## config.mk

```make
export PLATFORM = sky130hd
export DESIGN_NAME = carrier_qualifier
export DESIGN_NICKNAME = d
export VERILOG_FILES = /design/src/rtl/cdq_pkg.sv /design/src/rtl/cdq_tick_gen.sv /design/src/rtl/cdq_dwell_cnt.sv /design/src/rtl/carrier_qualifier.sv
export SDC_FILE = /design/constraint.sdc
export NUM_CORES = 1
export LEC_CHECK = 0
export BUFFER_PORTS_ARGS = -buffer_cell sky130_fd_sc_hd__buf_2
export CORE_AREA = 2 2 49 51
export DETAILED_ROUTE_END_ITERATION = 8
export DIE_AREA = 0 0 51 53
export PLACE_DENSITY = 0.74
export SETUP_SLACK_MARGIN = 0.5
export SLEW_MARGIN = 20
export SYNTH_ARGS = -nofsm -noshare
export SYNTH_HDL_FRONTEND = slang
export SYNTH_SLANG_ARGS = --single-unit
```

## constraint.sdc

```tcl
create_clock -name clk -period 1.89 [get_ports clk]
set_clock_uncertainty 0.05 [all_clocks]
set_input_delay 0.0945 -clock clk [delete_from_list [all_inputs] [get_ports clk]]
set_output_delay 0.0945 -clock clk [all_outputs]
set_load 0.02 [all_outputs]
```

## src/rtl/cdq_pkg.sv

```systemverilog
package cdq_pkg;

  typedef enum logic {
    CDQ_IDLE   = 1'b0,
    CDQ_LOCKED = 1'b1
  } cdq_state_e;

endpackage

```

## src/rtl/cdq_tick_gen.sv

```systemverilog
module cdq_tick_gen #(
  parameter int unsigned TICK_DIV = 1790
) (
  input  logic clk,
  input  logic rst_n,
  input  logic clr,
  output logic tick
);

  localparam int unsigned CW = (TICK_DIV > 2) ? $clog2(TICK_DIV) : 1;
  localparam logic [CW-1:0] LAST = CW'(TICK_DIV - 1);

  logic [CW-1:0] cnt_q, cnt_d;

  assign tick = (cnt_q == LAST);

  always_comb begin
    cnt_d = cnt_q;
    if (clr)       cnt_d = '0;
    else if (tick) cnt_d = '0;
    else           cnt_d = cnt_q + 1'b1;
  end

  always_ff @(posedge clk or negedge rst_n) begin
    if (!rst_n) cnt_q <= '0;
    else        cnt_q <= cnt_d;
  end


  tick_spacing_chk: assert property (@(posedge clk) disable iff (!rst_n)
    tick |=> !tick);

endmodule

```

## src/rtl/cdq_dwell_cnt.sv

```systemverilog
module cdq_dwell_cnt #(
  parameter int unsigned LIMIT = 30
) (
  input  logic clk,
  input  logic rst_n,
  input  logic clr,
  input  logic step,
  output logic done
);

  localparam int unsigned CW = (LIMIT > 2) ? $clog2(LIMIT) : 1;
  localparam logic [CW-1:0] LAST = CW'(LIMIT - 1);

  logic [CW-1:0] cnt_q, cnt_d;

  assign done = !clr && step && (cnt_q == LAST);

  always_comb begin
    cnt_d = cnt_q;
    if (clr)       cnt_d = '0;
    else if (done) cnt_d = '0;
    else if (step) cnt_d = cnt_q + 1'b1;
  end

  always_ff @(posedge clk or negedge rst_n) begin
    if (!rst_n) cnt_q <= '0;
    else        cnt_q <= cnt_d;
  end


  dwell_wrap_chk: assert property (@(posedge clk) disable iff (!rst_n)
    done |=> (cnt_q == '0));

endmodule

```

## src/rtl/carrier_qualifier.sv

```systemverilog
module carrier_qualifier #(
  parameter int unsigned TICK_DIV  = 1790,
  parameter int unsigned ACQ_TICKS = 30,
  parameter int unsigned REL_TICKS = 19
) (
  input  logic clk,
  input  logic rst_n,
  input  logic pwr_down,
  input  logic tone_present,
  input  logic ser_in,
  output logic cd_n,
  output logic ser_out
);
  import cdq_pkg::*;

  cdq_state_e state_q, state_d;
  logic       tick;
  logic       locked;
  logic       acq_clr, rel_clr;
  logic       acq_done, rel_done;

  assign locked = (state_q == CDQ_LOCKED);

  cdq_tick_gen #(.TICK_DIV(TICK_DIV)) u_tick (
    .clk   (clk),
    .rst_n (rst_n),
    .clr   (pwr_down),
    .tick  (tick)
  );

  assign acq_clr = pwr_down || locked || !tone_present;
  assign rel_clr = pwr_down || !locked || tone_present;

  cdq_dwell_cnt #(.LIMIT(ACQ_TICKS)) u_acq (
    .clk   (clk),
    .rst_n (rst_n),
    .clr   (acq_clr),
    .step  (tick),
    .done  (acq_done)
  );

  cdq_dwell_cnt #(.LIMIT(REL_TICKS)) u_rel (
    .clk   (clk),
    .rst_n (rst_n),
    .clr   (rel_clr),
    .step  (tick),
    .done  (rel_done)
  );

  always_comb begin
    state_d = state_q;
    if (pwr_down)                 state_d = CDQ_IDLE;
    else if (!locked && acq_done) state_d = CDQ_LOCKED;
    else if (locked && rel_done)  state_d = CDQ_IDLE;
  end

  always_ff @(posedge clk or negedge rst_n) begin
    if (!rst_n) state_q <= CDQ_IDLE;
    else        state_q <= state_d;
  end

  assign cd_n    = !locked;
  assign ser_out = (locked && !pwr_down) ? ser_in : 1'b1;


  pdn_forces_idle_chk: assert property (@(posedge clk) disable iff (!rst_n)
    pwr_down |=> cd_n);


  ser_gate_chk: assert property (@(posedge clk) disable iff (!rst_n)
    cd_n |-> ser_out);


  lock_on_tick_chk: assert property (@(posedge clk) disable iff (!rst_n)
    $fell(cd_n) |-> ($past(tick) && $past(tone_present) && !$past(pwr_down)));


  release_cause_chk: assert property (@(posedge clk) disable iff (!rst_n)
    $rose(cd_n) |-> ($past(pwr_down) || ($past(tick) && !$past(tone_present))));

endmodule

```

==> qor.txt, run 1 <==
===========================================================================
Result of the run                                              finished clean
Fraction of power consumed by sequential logic                        60.1%
Net count after synthesis                                               138
Post-layout minimum cycle time                                      1.74 ns
Diode count                                                               0
Number of buffers and inverters on the critical path                      2
Largest voltage drop on the vdd net                                0.404 mV
Setup slack on the worst flop-to-flop path                          0.15 ns
Starting Density                                                      56.3%
Detailed placer's ending HPWL                                       1.73 mm
Crit path launch type                                                  flop
Slowest stage delay, CP                                             0.40 ns
Instance count on the critical path                                       7
Count of yosys warnings during synthesis                                  0
Routed wire length                                                  2.98 mm
Max-cap violations                                                        0
Number of non-filler instances in the completed layout                  183
Via count                                                              1094
Hold Path Stages                                                          3
Clk pin slew, worst setup/hold paths                                0.13 ns
Final-report hold violation count                                         0
DRC violation total after the first TritonRoute iteration                21
Cell with the biggest individual delay on the critical path    sky130_fd_sc_hd__dfrtp_1
Maximum clock rate                                                0.576 GHz
Kind of path behind the tightest hold check                    input pin to flop
Critical path fanouts, max                                               15
Number of global-route vias before repair                              1030
Wire length of the first global-routing pass                        4.59 mm
Die Outline Area                                                   2700 um2
Relative max-transition margin                                        66.8%
Final nets                                                              167
Sw Pwr                                                           0.000187 W
TritonCTS clock tree                                                   done
Worst Setup Slack post-DPL                                        0.0570 ns
Synthesis-stage register bit count                                       22
Largest delay share family, worst path                         simple AND/OR/NAND/NOR gates
Hold Path Sink                                                       locked
Post-route antenna net violation count                                    0
Worst-path cell chain                                          inv_1, ha_1, and4b_2, nand3_4, buf_12, or3_1, a21oi_2
Min setup slack post-route                                         0.154 ns
Area growth, synth to finish                                          29.0%
Worst Path Class, Setup                                        flop to flop
Clk pwr share                                                         33.8%
Proportion of power drawn by combinational gates                       6.1%
1st-pass router iterations                                                4
Arrival time worst endpoint                                         1.94 ns
Reg2Reg Depth                                                             7
EDFF count, synth                                                         0
Fin Hold WS                                                       0.0499 ns
Worst R2R Start                                                u_tick.cnt_q[1]
Total clock buffers created by CTS                                        3
I/O pins                                                                  7
Power density over the cells                                     513 nW/um2
FF-to-FF End                                                   u_rel.cnt_q[1]
Int Power                                                        0.000613 W
Overall routing resource usage                                        23.1%
Commonest non-fill, non-tap cell in the layout                 sky130_fd_sc_hd__dfrtp_1
Core footprint                                                     2150 um2
Unrepaired setup endpoints after global routing                         yes
Unique masters post-synth                                                32
Largest net degree at the start of global routing                        23
# DRC                                                                     0
Transition at the pin with the smallest max-transition slack       0.498 ns
Die Span Y                                                            53 um
Beginning of the worst hold path                               tone_present
Most frequent cells in the layout                              sky130_fd_sc_hd__dfrtp_1 (21), sky130_fd_sc_hd__buf_4 (14), sky130_fd_sc_hd__nand2_1 (10), sky130_fd_sc_hd__or3_1 (10), sky130_fd_sc_hd__a21oi_1 (9)
Clock insertion delay at the later pin of the skew report           0.32 ns
Share of synthesized area occupied by flip-flops and latches          45.5%
Instance count after placement with tap cells included                  162
Synthesized area per cell                                          9.52 um2
Antenna violations before repair                                          0
Crit end category                                                      flop
CTS root buffer                                                sky130_fd_sc_hd__clkbuf_4
Final Setup Violations                                                    0
Final number of max-transition violations                                 0
WP data required                                                    2.10 ns
Most frequently used flop master after synthesis               sky130_fd_sc_hd__dfrtp_1
Final non-filler cell area                                         1560 um2
Fraction of power spent switching nets                                23.4%
Post-detailed-route via-to-cell ratio                                  5.98
Async set or reset register ratio after synthesis                      100%
Final-layout fill cell count                                            165
Share of cells above drive strength 1                                 29.0%
Cell leakage power                                                 0.624 nW
Part of the cycle the worst path needs                                91.8%
Count of buffers inserted at the top-level ports                          6
Worst Setup SP                                                 u_tick.cnt_q[1]
TNS Setup                                                              0 ns
Count of mapped cells out of synthesis                                  127
Die width                                                             51 um
Global-route congestion overflow total                                    0
Total cell area at the placement stage                             1290 um2
Number of levels in the clock H-tree                                      1
Routability congestion estimate from global placement                 0.797
Std cell rows                                                            17
Clock buffer depth                                                        2
Netlist area before placement                                      1210 um2
Sink count of the clock tree                                             22
WL/cell                                                             16.3 um
===========================================================================
## final cells by class
class	count	area [um2]	area share, %
Timing Repair Buffer	26	216	13.9
Multi-Input combinational cell	98	701	44.9
Sequential cell	22	552	35.4
Clock buffer	4	36.3	2.33
Tap cell	28	35.0	2.25
Inverter	5	18.8	1.20
## tightest hold or removal path: cells and delay by family
| kind | cells | cell delay (ns) |
|---|---|---|
| and+or+nand+nor | 1 | 0.05 |
| AOI/OAI and AO/OA | 1 | 0.13 |
| buffers and inverters | 1 | 0.12 |
## cell usage after synthesis, types with 3 or more instances
cell type	count	share of area (%)
sky130_fd_sc_hd__nand3_1	6	2.5
sky130_fd_sc_hd__nand4b_1	3	2.2
sky130_fd_sc_hd__nor2b_1	3	1.6
sky130_fd_sc_hd__xnor2_1	3	2.2
sky130_fd_sc_hd__a21oi_1	13	5.4
sky130_fd_sc_hd__ha_1	6	6.2
sky130_fd_sc_hd__o21ai_0	9	3.7
sky130_fd_sc_hd__nor2_1	5	1.6
sky130_fd_sc_hd__or3_1	10	5.2
sky130_fd_sc_hd__inv_1	5	1.6
sky130_fd_sc_hd__dfrtp_1	22	46
sky130_fd_sc_hd__nor3_1	9	3.7
sky130_fd_sc_hd__nand2_1	10	3.1
## how the worst max path moves through the flow
stage                           to
finish              u_rel.cnt_q[1]
global route        u_rel.cnt_q[1]
CTS                 u_acq.cnt_q[1]
detailed placement  u_rel.cnt_q[2]
global placement    u_rel.cnt_q[2]
floorplan           u_rel.cnt_q[2]
## kinds of logic (layout without fill, tap and decap cells)
| kind of cell | count (synthesis) | in the layout | share of synthesized area (%) |
|---|---|---|---|
| adders and majority gates | 6 | 6 | 6.21 |
| DFF | 22 | 22 | 45.5 |
| and+or+nand+nor | 60 | 60 | 30.2 |
| AOI/OAI and AO/OA | 27 | 27 | 12.2 |
| buffers and inverters | 7 | 35 | 2.17 |
| xor gates and xnor gates | 5 | 5 | 3.62 |
## flip-flops by register name, indices dropped and copies added (netlist names)
register and count:
locked 1, u_acq.cnt_q 5, u_rel.cnt_q 5, u_tick.cnt_q 11
## routing by layer
metal / up-vias / global-route usage (%) / routed length (um)
met4: 0 / 9.91 / 47
met3: 4 / 3.39 / 55
met5: - / 0 / 0
met2: 17 / 40.0 / 1490
li1: 526 / - / -
met1: 547 / 28.7 / 1380
## repair_timing
item | 4_1_cts | 5_1_grt
hold endpoints to repair | 22 | 0
pin swaps | 10 | 4
buffers inserted | 13 | 3
hold buffers | 1 | 0
resized for setup | 9 | 15
cloned | 0 | 0
endpoints found under the setup margin | 22 | 23
## power groups by stage
stage / Clock (W) / Combinational (W) / Sequential, W
floorplan: 0 / 0.0000142 / 0.000490
detailed placement: 0 / 0.0000324 / 0.000491
finish: 0.000270 / 0.0000486 / 0.000481
global route: 0.000293 / 0.0000537 / 0.000482
global placement: 0 / 0.0000315 / 0.000491
CTS: 0.000274 / 0.0000416 / 0.000480
## through the flow
| stage | power, W | utilization (%) |
|---|---|---|
| global route | 0.000829 | 72.6 |
| floorplan | 0.000504 | - |
| finish | 0.000800 | 72.6 |
| global placement | 0.000522 | 60.0 |
| detailed placement | 0.000524 | 60.0 |
| CTS | 0.000796 | 68.5 |
Power figures use the tool's default switching activity.
==> run 2, diff against run 1 <==
--- a/config.mk
+++ b/config.mk
@@ -6,10 +6,10 @@
 export NUM_CORES = 1
 export LEC_CHECK = 0
 export BUFFER_PORTS_ARGS = -buffer_cell sky130_fd_sc_hd__buf_2
-export CORE_AREA = 2 2 49 51
+export CORE_AREA = 4 4 55 57
 export DETAILED_ROUTE_END_ITERATION = 8
-export DIE_AREA = 0 0 51 53
-export PLACE_DENSITY = 0.74
+export DIE_AREA = 0 0 59 61
+export REMOVE_ABC_BUFFERS = 1
 export SETUP_SLACK_MARGIN = 0.5
 export SLEW_MARGIN = 20
 export SYNTH_ARGS = -nofsm -noshare
==> run 2 against run 1 <==
Effect of this change: fmax down 0.52%; register-to-register slack is essentially flat; routed wire length fell by 2.5%; worst setup slack worse by 0.0090 ns; clock power about the same; sequential power barely moved; critical path depth unchanged; final cell count increased by 2.2%; critical endpoint is now u_acq.cnt_q[0].
==> qor.txt, run 2 (synthesis gave the netlist of run 1 again) <==
===========================================================================
Sink count of the clock tree                                             22   unchanged
Cell leakage power                                                 0.642 nW   +2.8%
Transition at the pin with the smallest max-transition slack       0.506 ns   +0.00756 ns
Global-route congestion overflow total                                    0   unchanged
Final-report hold violation count                                         0   unchanged
Result of the run                                              finished clean
Registers with the highest flip-flop counts                    u_tick.cnt_q x11, u_acq.cnt_q x5, u_rel.cnt_q x5
Total clock buffers created by CTS                                        3   unchanged
I/O pins                                                                  7   unchanged
Max FFs per register                                                     11   unchanged
Std cell rows                                                            18   +1
Number of buffers and inverters on the critical path                      2   unchanged
Routability congestion estimate from global placement                 0.785   -1.5%
Post-route antenna net violation count                                    0   unchanged
Final number of max-transition violations                                 0   unchanged
Crit path launch type                                                  flop
Via count                                                              1098   +0.37%
FF-to-FF End                                                   u_acq.cnt_q[0]
Share of cells above drive strength 1                                 40.1%   +11 points
WP data required                                                    2.08 ns   -0.02 ns
WL/cell                                                             15.5 um   -4.6%
Power density over the cells                                     489 nW/um2   -4.8%
Starting Density                                                      48.8%   -7.5 points
Largest net degree at the start of global routing                        23   unchanged
Post-layout minimum cycle time                                      1.74 ns   +0.00899 ns
Post-detailed-route via-to-cell ratio                                  5.87   -1.8%
Clock insertion delay at the later pin of the skew report           0.31 ns   about the same
Detailed placer's ending HPWL                                       1.74 mm   +0.81%
Reg2Reg Depth                                                             7   unchanged
Register with the highest flop count                           u_tick.cnt_q
DRC violation total after the first TritonRoute iteration                31   +48%
Worst-path cell chain                                          inv_1, ha_2, and4b_2, nand3_4, buf_6, or3_1, a21oi_2
Largest delay share family, worst path                         simple AND/OR/NAND/NOR gates
Wire length of the first global-routing pass                        4.71 mm   +2.6%
TNS Setup                                                              0 ns   unchanged
Antenna violations before repair                                          0   unchanged
Worst Setup SP                                                 u_tick.cnt_q[1]
Count of buffers inserted at the top-level ports                          6   unchanged
Unrepaired setup endpoints after global routing                         yes
Kind of path behind the tightest hold check                    input pin to flop
Slowest stage delay, CP                                             0.40 ns   about the same
Routed wire length                                                  2.90 mm   -2.5%
Relative max-transition margin                                        66.3%   -0.50 points
Arrival time worst endpoint                                         1.94 ns   about the same
1st-pass router iterations                                                4   unchanged
Instance count on the critical path                                       7   unchanged
Max-cap violations                                                        0   unchanged
Maximum clock rate                                                0.573 GHz   -0.52%
Die width                                                             59 um   +16%
Crit end category                                                      flop
Final Setup Violations                                                    0   unchanged
Core footprint                                                     2480 um2   +15%
CTS root buffer                                                sky130_fd_sc_hd__clkbuf_4
Cell with the biggest individual delay on the critical path    sky130_fd_sc_hd__dfrtp_1
Largest voltage drop on the vdd net                                0.397 mV   -1.7%
Clk pin slew, worst setup/hold paths                                0.13 ns   about the same
Part of the cycle the worst path needs                                92.3%   +0.48 points
TritonCTS clock tree                                                   done
Clock buffer depth                                                        2   unchanged
Overall routing resource usage                                        17.0%   -6.1 points
Number of global-route vias before repair                              1038   +0.78%
Area growth, synth to finish                                          36.0%
Most frequent cells in the layout                              sky130_fd_sc_hd__dfrtp_1 (22), sky130_fd_sc_hd__buf_4 (14), sky130_fd_sc_hd__nand2_1 (9)
Total power                                                      0.000804 W   +0.44%
Number of levels in the clock H-tree                                      1   unchanged
Diode count                                                               0   unchanged
Worst Path Class, Setup                                        flop to flop
# DRC                                                                     0   unchanged
Worst R2R Start                                                u_tick.cnt_q[1]
Final nets                                                              169   +1.2%
Die Span Y                                                            61 um   +15%
Critical path destination                                      u_acq.cnt_q[0]
Commonest non-fill, non-tap cell in the layout                 sky130_fd_sc_hd__dfrtp_1
Critical path fanouts, max                                                8   -7
Setup slack on the worst flop-to-flop path                          0.15 ns   about the same
Die Outline Area                                                   3600 um2   +33%
===========================================================================
==> run 2: where the power goes <==
group,internal (W),switching (W),leakage [nW]
clock,0.000118,0.000151,0.0210
combinational,0.0000209,0.0000327,0.316
sequential,0.000476,0.00000542,0.305
total,0.000614,0.000190,0.642
==> run 2: area by class of cell <==
cell class / count / area, um2
fill: 210 / 833
multi-input combinational: 98 / 771
sequential: 22 / 551
timing repair buffer: 28 / 230
tap: 30 / 37.5
clock buffer: 4 / 36.3
inverter: 5 / 18.8
==> run 2: repair_timing <==
| item | in CTS | in global routing |
|---|---|---|
| hold buffers | 1 | 0 |
| setup buffers | 9 | 8 |
| cloned | 0 | 0 |
| pin swaps | 17 | 17 |
| hold endpoints to repair | 22 | 0 |
| gates resized for setup | 10 | 32 |
| setup endpoints to repair | 23 | 23 |
==> run 2: stage by stage <==
stage	worst slack [ns]	cell area, um2	instances	util (%)	hold slack [ns]
2_1_floorplan	0.155	1200	125	-	-0.251
3_3_place_gp	0.0711	1300	165	52.4	0.0406
3_5_place_dp	0.00636	1300	165	52.4	0.0453
4_1_cts	0.164	1450	179	58.6	0.0657
5_1_grt	0.0630	1640	187	66.4	0.131
6_report	0.145	1640	187	66.4	0.0874
==> run 2: how the worst min path moves through the flow <==
stage | startpoint | endpoint | slack (ns) | depth (start not counted)
finish | tone_present | locked | 0.09 | 3
global route | tone_present | locked | 0.13 | 3
CTS | pwr_down | u_tick.cnt_q[9] | 0.07 | 2
detailed placement | rst_n | u_tick.cnt_q[2] | 0.05 | 1
global placement | rst_n | u_tick.cnt_q[2] | 0.04 | 1
floorplan | rst_n | locked | -0.25 | 0
==> run 2: worst reg2reg max path, delay by kind of cell, from the launching register on <==
kind                     cells  cell delay [ns]
buffers and inverters        2             0.21
adder cells (fa/ha/maj)      1             0.17
AND/OR/NAND/NOR              3             0.73
flip-flops                   1             0.40
AO/OA/AOI/OAI                1             0.12
==> run 2: per-layer routing <==
| layer | wire length (um) | track usage, % | up-vias |
|---|---|---|---|
| li1 | - | - | 529 |
| met1 | 1300 | 22.3 | 547 |
| met2 | 1470 | 28.5 | 18 |
| met3 | 105 | 2.34 | 4 |
| met4 | 29 | 6.80 | 0 |
| met5 | 0 | 0 | - |
==> run 3, diff against run 2 <==
--- a/config.mk
+++ b/config.mk
@@ -9,6 +9,7 @@
 export CORE_AREA = 4 4 55 57
 export DETAILED_ROUTE_END_ITERATION = 8
 export DIE_AREA = 0 0 59 61
+export GPL_TIMING_DRIVEN = 0
 export REMOVE_ABC_BUFFERS = 1
 export SETUP_SLACK_MARGIN = 0.5
 export SLEW_MARGIN = 20
==> run 3 against run 2 <==
Effect of this change: die area stayed put; clock power about the same; combinational power up 10%; routed wire length down 1.7%; count of clock-buffer cells in the layout did not move; critical path depth did not move; register-to-register slack got worse by 0.05 ns; highest routed layer unchanged; fmax is 2.5% lower; first-iteration DRC count grew to 2.6 times the previous value; sequential power about the same.
==> qor.txt, run 3 (synthesis gave the netlist of run 1 again) <==
===========================================================================
Count of buffers inserted at the top-level ports                          6   unchanged
Global-route congestion overflow total                                    0   unchanged
Maximum clock rate                                                0.559 GHz   -2.5%
Final Setup Violations                                                    0   unchanged
Post-layout minimum cycle time                                      1.79 ns   +0.0454 ns
Most frequent cells in the layout                              sky130_fd_sc_hd__dfrtp_1 (22), sky130_fd_sc_hd__buf_4 (14), sky130_fd_sc_hd__nand2_1 (10)
Registers with the highest flip-flop counts                    u_tick.cnt_q x11, u_acq.cnt_q x5, u_rel.cnt_q x5
Die width                                                             59 um   unchanged
Result of the run                                              finished clean
Power density over the cells                                     494 nW/um2   +1.0%
Unrepaired setup endpoints after global routing                         yes
Clock insertion delay at the later pin of the skew report           0.31 ns   about the same
TritonCTS clock tree                                                   done
Routability congestion estimate from global placement                 0.731   -6.9%
Final-report hold violation count                                         0   unchanged
Std cell rows                                                            18   unchanged
Area growth, synth to finish                                          35.0%
Sink count of the clock tree                                             22   unchanged
Commonest non-fill, non-tap cell in the layout                 sky130_fd_sc_hd__dfrtp_1
Clk pin slew, worst setup/hold paths                                0.13 ns   about the same
Wire length of the first global-routing pass                        4.74 mm   +0.74%
# DRC                                                                     0   unchanged
Worst Path Class, Setup                                        flop to flop
Register with the highest flop count                           u_tick.cnt_q
Post-route antenna net violation count                                    0   unchanged
Kind of path behind the tightest hold check                    input pin to flop
Largest voltage drop on the vdd net                                0.460 mV   +16%
Slowest stage delay, CP                                             0.40 ns   about the same
Cell leakage power                                                 0.642 nW   about the same
Worst-path cell chain                                          inv_1, ha_2, and4b_2, nand3_4, buf_12, or3_4, a21oi_2
Crit end category                                                      flop
Share of cells above drive strength 1                                 36.1%   -4.0 points
Relative max-transition margin                                        66.9%   +0.58 points
Post-detailed-route via-to-cell ratio                                  5.79   -1.3%
1st-pass router iterations                                                4   unchanged
Die Outline Area                                                   3600 um2   unchanged
Critical path fanouts, max                                                5   -3
Final nets                                                              167   -1.2%
WP data required                                                    2.08 ns   about the same
WL/cell                                                             15.4 um   -0.66%
Cell with the biggest individual delay on the critical path    sky130_fd_sc_hd__dfrtp_1
Min setup slack post-route                                        0.0998 ns   -0.0454 ns
DRC violation total after the first TritonRoute iteration                81   +160%
Arrival time worst endpoint                                         1.98 ns   +0.04 ns
Largest delay share family, worst path                         simple AND/OR/NAND/NOR gates
Part of the cycle the worst path needs                                94.7%   +2.4 points
Number of global-route vias before repair                              1058   +1.9%
Final-layout fill cell count                                            183   -13%
Core footprint                                                     2480 um2   unchanged
Antenna violations before repair                                          0   unchanged
Diode count                                                               0   unchanged
Max FFs per register                                                     11   unchanged
Largest net degree at the start of global routing                        23   unchanged
Worst Setup Slack post-DPL                                        0.0121 ns   +0.00573 ns
Number of buffers and inverters on the critical path                      2   unchanged
Overall routing resource usage                                        17.6%   +0.52 points
Transition at the pin with the smallest max-transition slack       0.490 ns   -0.0158 ns
Clock buffer depth                                                        2   unchanged
Number of levels in the clock H-tree                                      1   unchanged
Via count                                                              1072   -2.4%
TNS Setup                                                              0 ns   unchanged
Routed wire length                                                  2.85 mm   -1.7%
Total clock buffers created by CTS                                        3   unchanged
Detailed placer's ending HPWL                                       1.64 mm   -5.4%
Starting Density                                                      48.8%   unchanged
Final number of max-transition violations                                 0   unchanged
CTS root buffer                                                sky130_fd_sc_hd__clkbuf_4
Die Span Y                                                            61 um   unchanged
I/O pins                                                                  7   unchanged
Crit path launch type                                                  flop
Max-cap violations                                                        0   unchanged
===========================================================================
run 3: through the flow:
stage          hold WS (ns)  utilization, %  cells  cell area, um2  total power, W
2_1_floorplan        -0.251               -    125            1200        0.000502
3_3_place_gp         0.0404            51.2    161            1270        0.000523
3_5_place_dp         0.0430            51.2    161            1270        0.000525
4_1_cts              0.0743            59.9    179            1480        0.000795
5_1_grt              0.0854            65.9    185            1630        0.000837
6_report             0.0758            65.9    185            1630        0.000806
run 3: area by class of cell:
| cell class | count | area, um2 | share of cell area, % |
|---|---|---|---|
| Multi-Input combinational cell | 99 | 767 | 47.0 |
| Timing Repair Buffer | 25 | 221 | 13.6 |
| Tap cell | 30 | 37.5 | 2.30 |
| Inverter | 5 | 18.8 | 1.15 |
| Clock buffer | 4 | 36.3 | 2.22 |
| Sequential cell | 22 | 551 | 33.7 |
run 3: final timing paths:
kind,startpoint,end,slack [ns],cells after the start
min reg2reg,u_tick.cnt_q[10],u_tick.cnt_q[10],0.51,1
min in group asynchronous,rst_n,u_tick.cnt_q[10],0.22,2
max reg2reg,u_tick.cnt_q[1],u_acq.cnt_q[1],0.1,7
min,tone_present,locked,0.08,3
max in group asynchronous,rst_n,u_tick.cnt_q[0],1.23,2
max,u_tick.cnt_q[1],u_acq.cnt_q[1],0.1,7
run 3: report_power, final:
part | internal (W) | switching [W] | leakage (nW)
combinational | 0.0000253 | 0.0000337 | 0.316
clock | 0.000118 | 0.000149 | 0.0210
sequential | 0.000476 | 0.00000496 | 0.305
run 3: worst reg2reg max path, cell delays in order (launching register included):
cell and delay, ns:
sky130_fd_sc_hd__dfrtp_1 0.40, sky130_fd_sc_hd__inv_1 0.06, sky130_fd_sc_hd__ha_2 0.17, sky130_fd_sc_hd__and4b_2 0.28
sky130_fd_sc_hd__nand3_4 0.13, sky130_fd_sc_hd__buf_12 0.16, sky130_fd_sc_hd__or3_4 0.36, sky130_fd_sc_hd__a21oi_2 0.12
run 3: per-layer routing:
metal  vias to the layer above  routed length, um  global-route usage (%)
met5                         -                  0                       0
met4                         0                 25                    8.09
met3                         2                 65                    1.91
met2                        16               1380                    29.5
met1                       529               1380                    22.7
li1                        525                  -                       -
run 3: what timing repair did:
action	4_1_cts	5_1_grt
setup endpoints to repair	23	23
hold buffers	1	0
cloned	2	0
pin swaps	19	14
hold endpoints to repair	22	0
buffers inserted	11	6
gates resized for setup	11	23
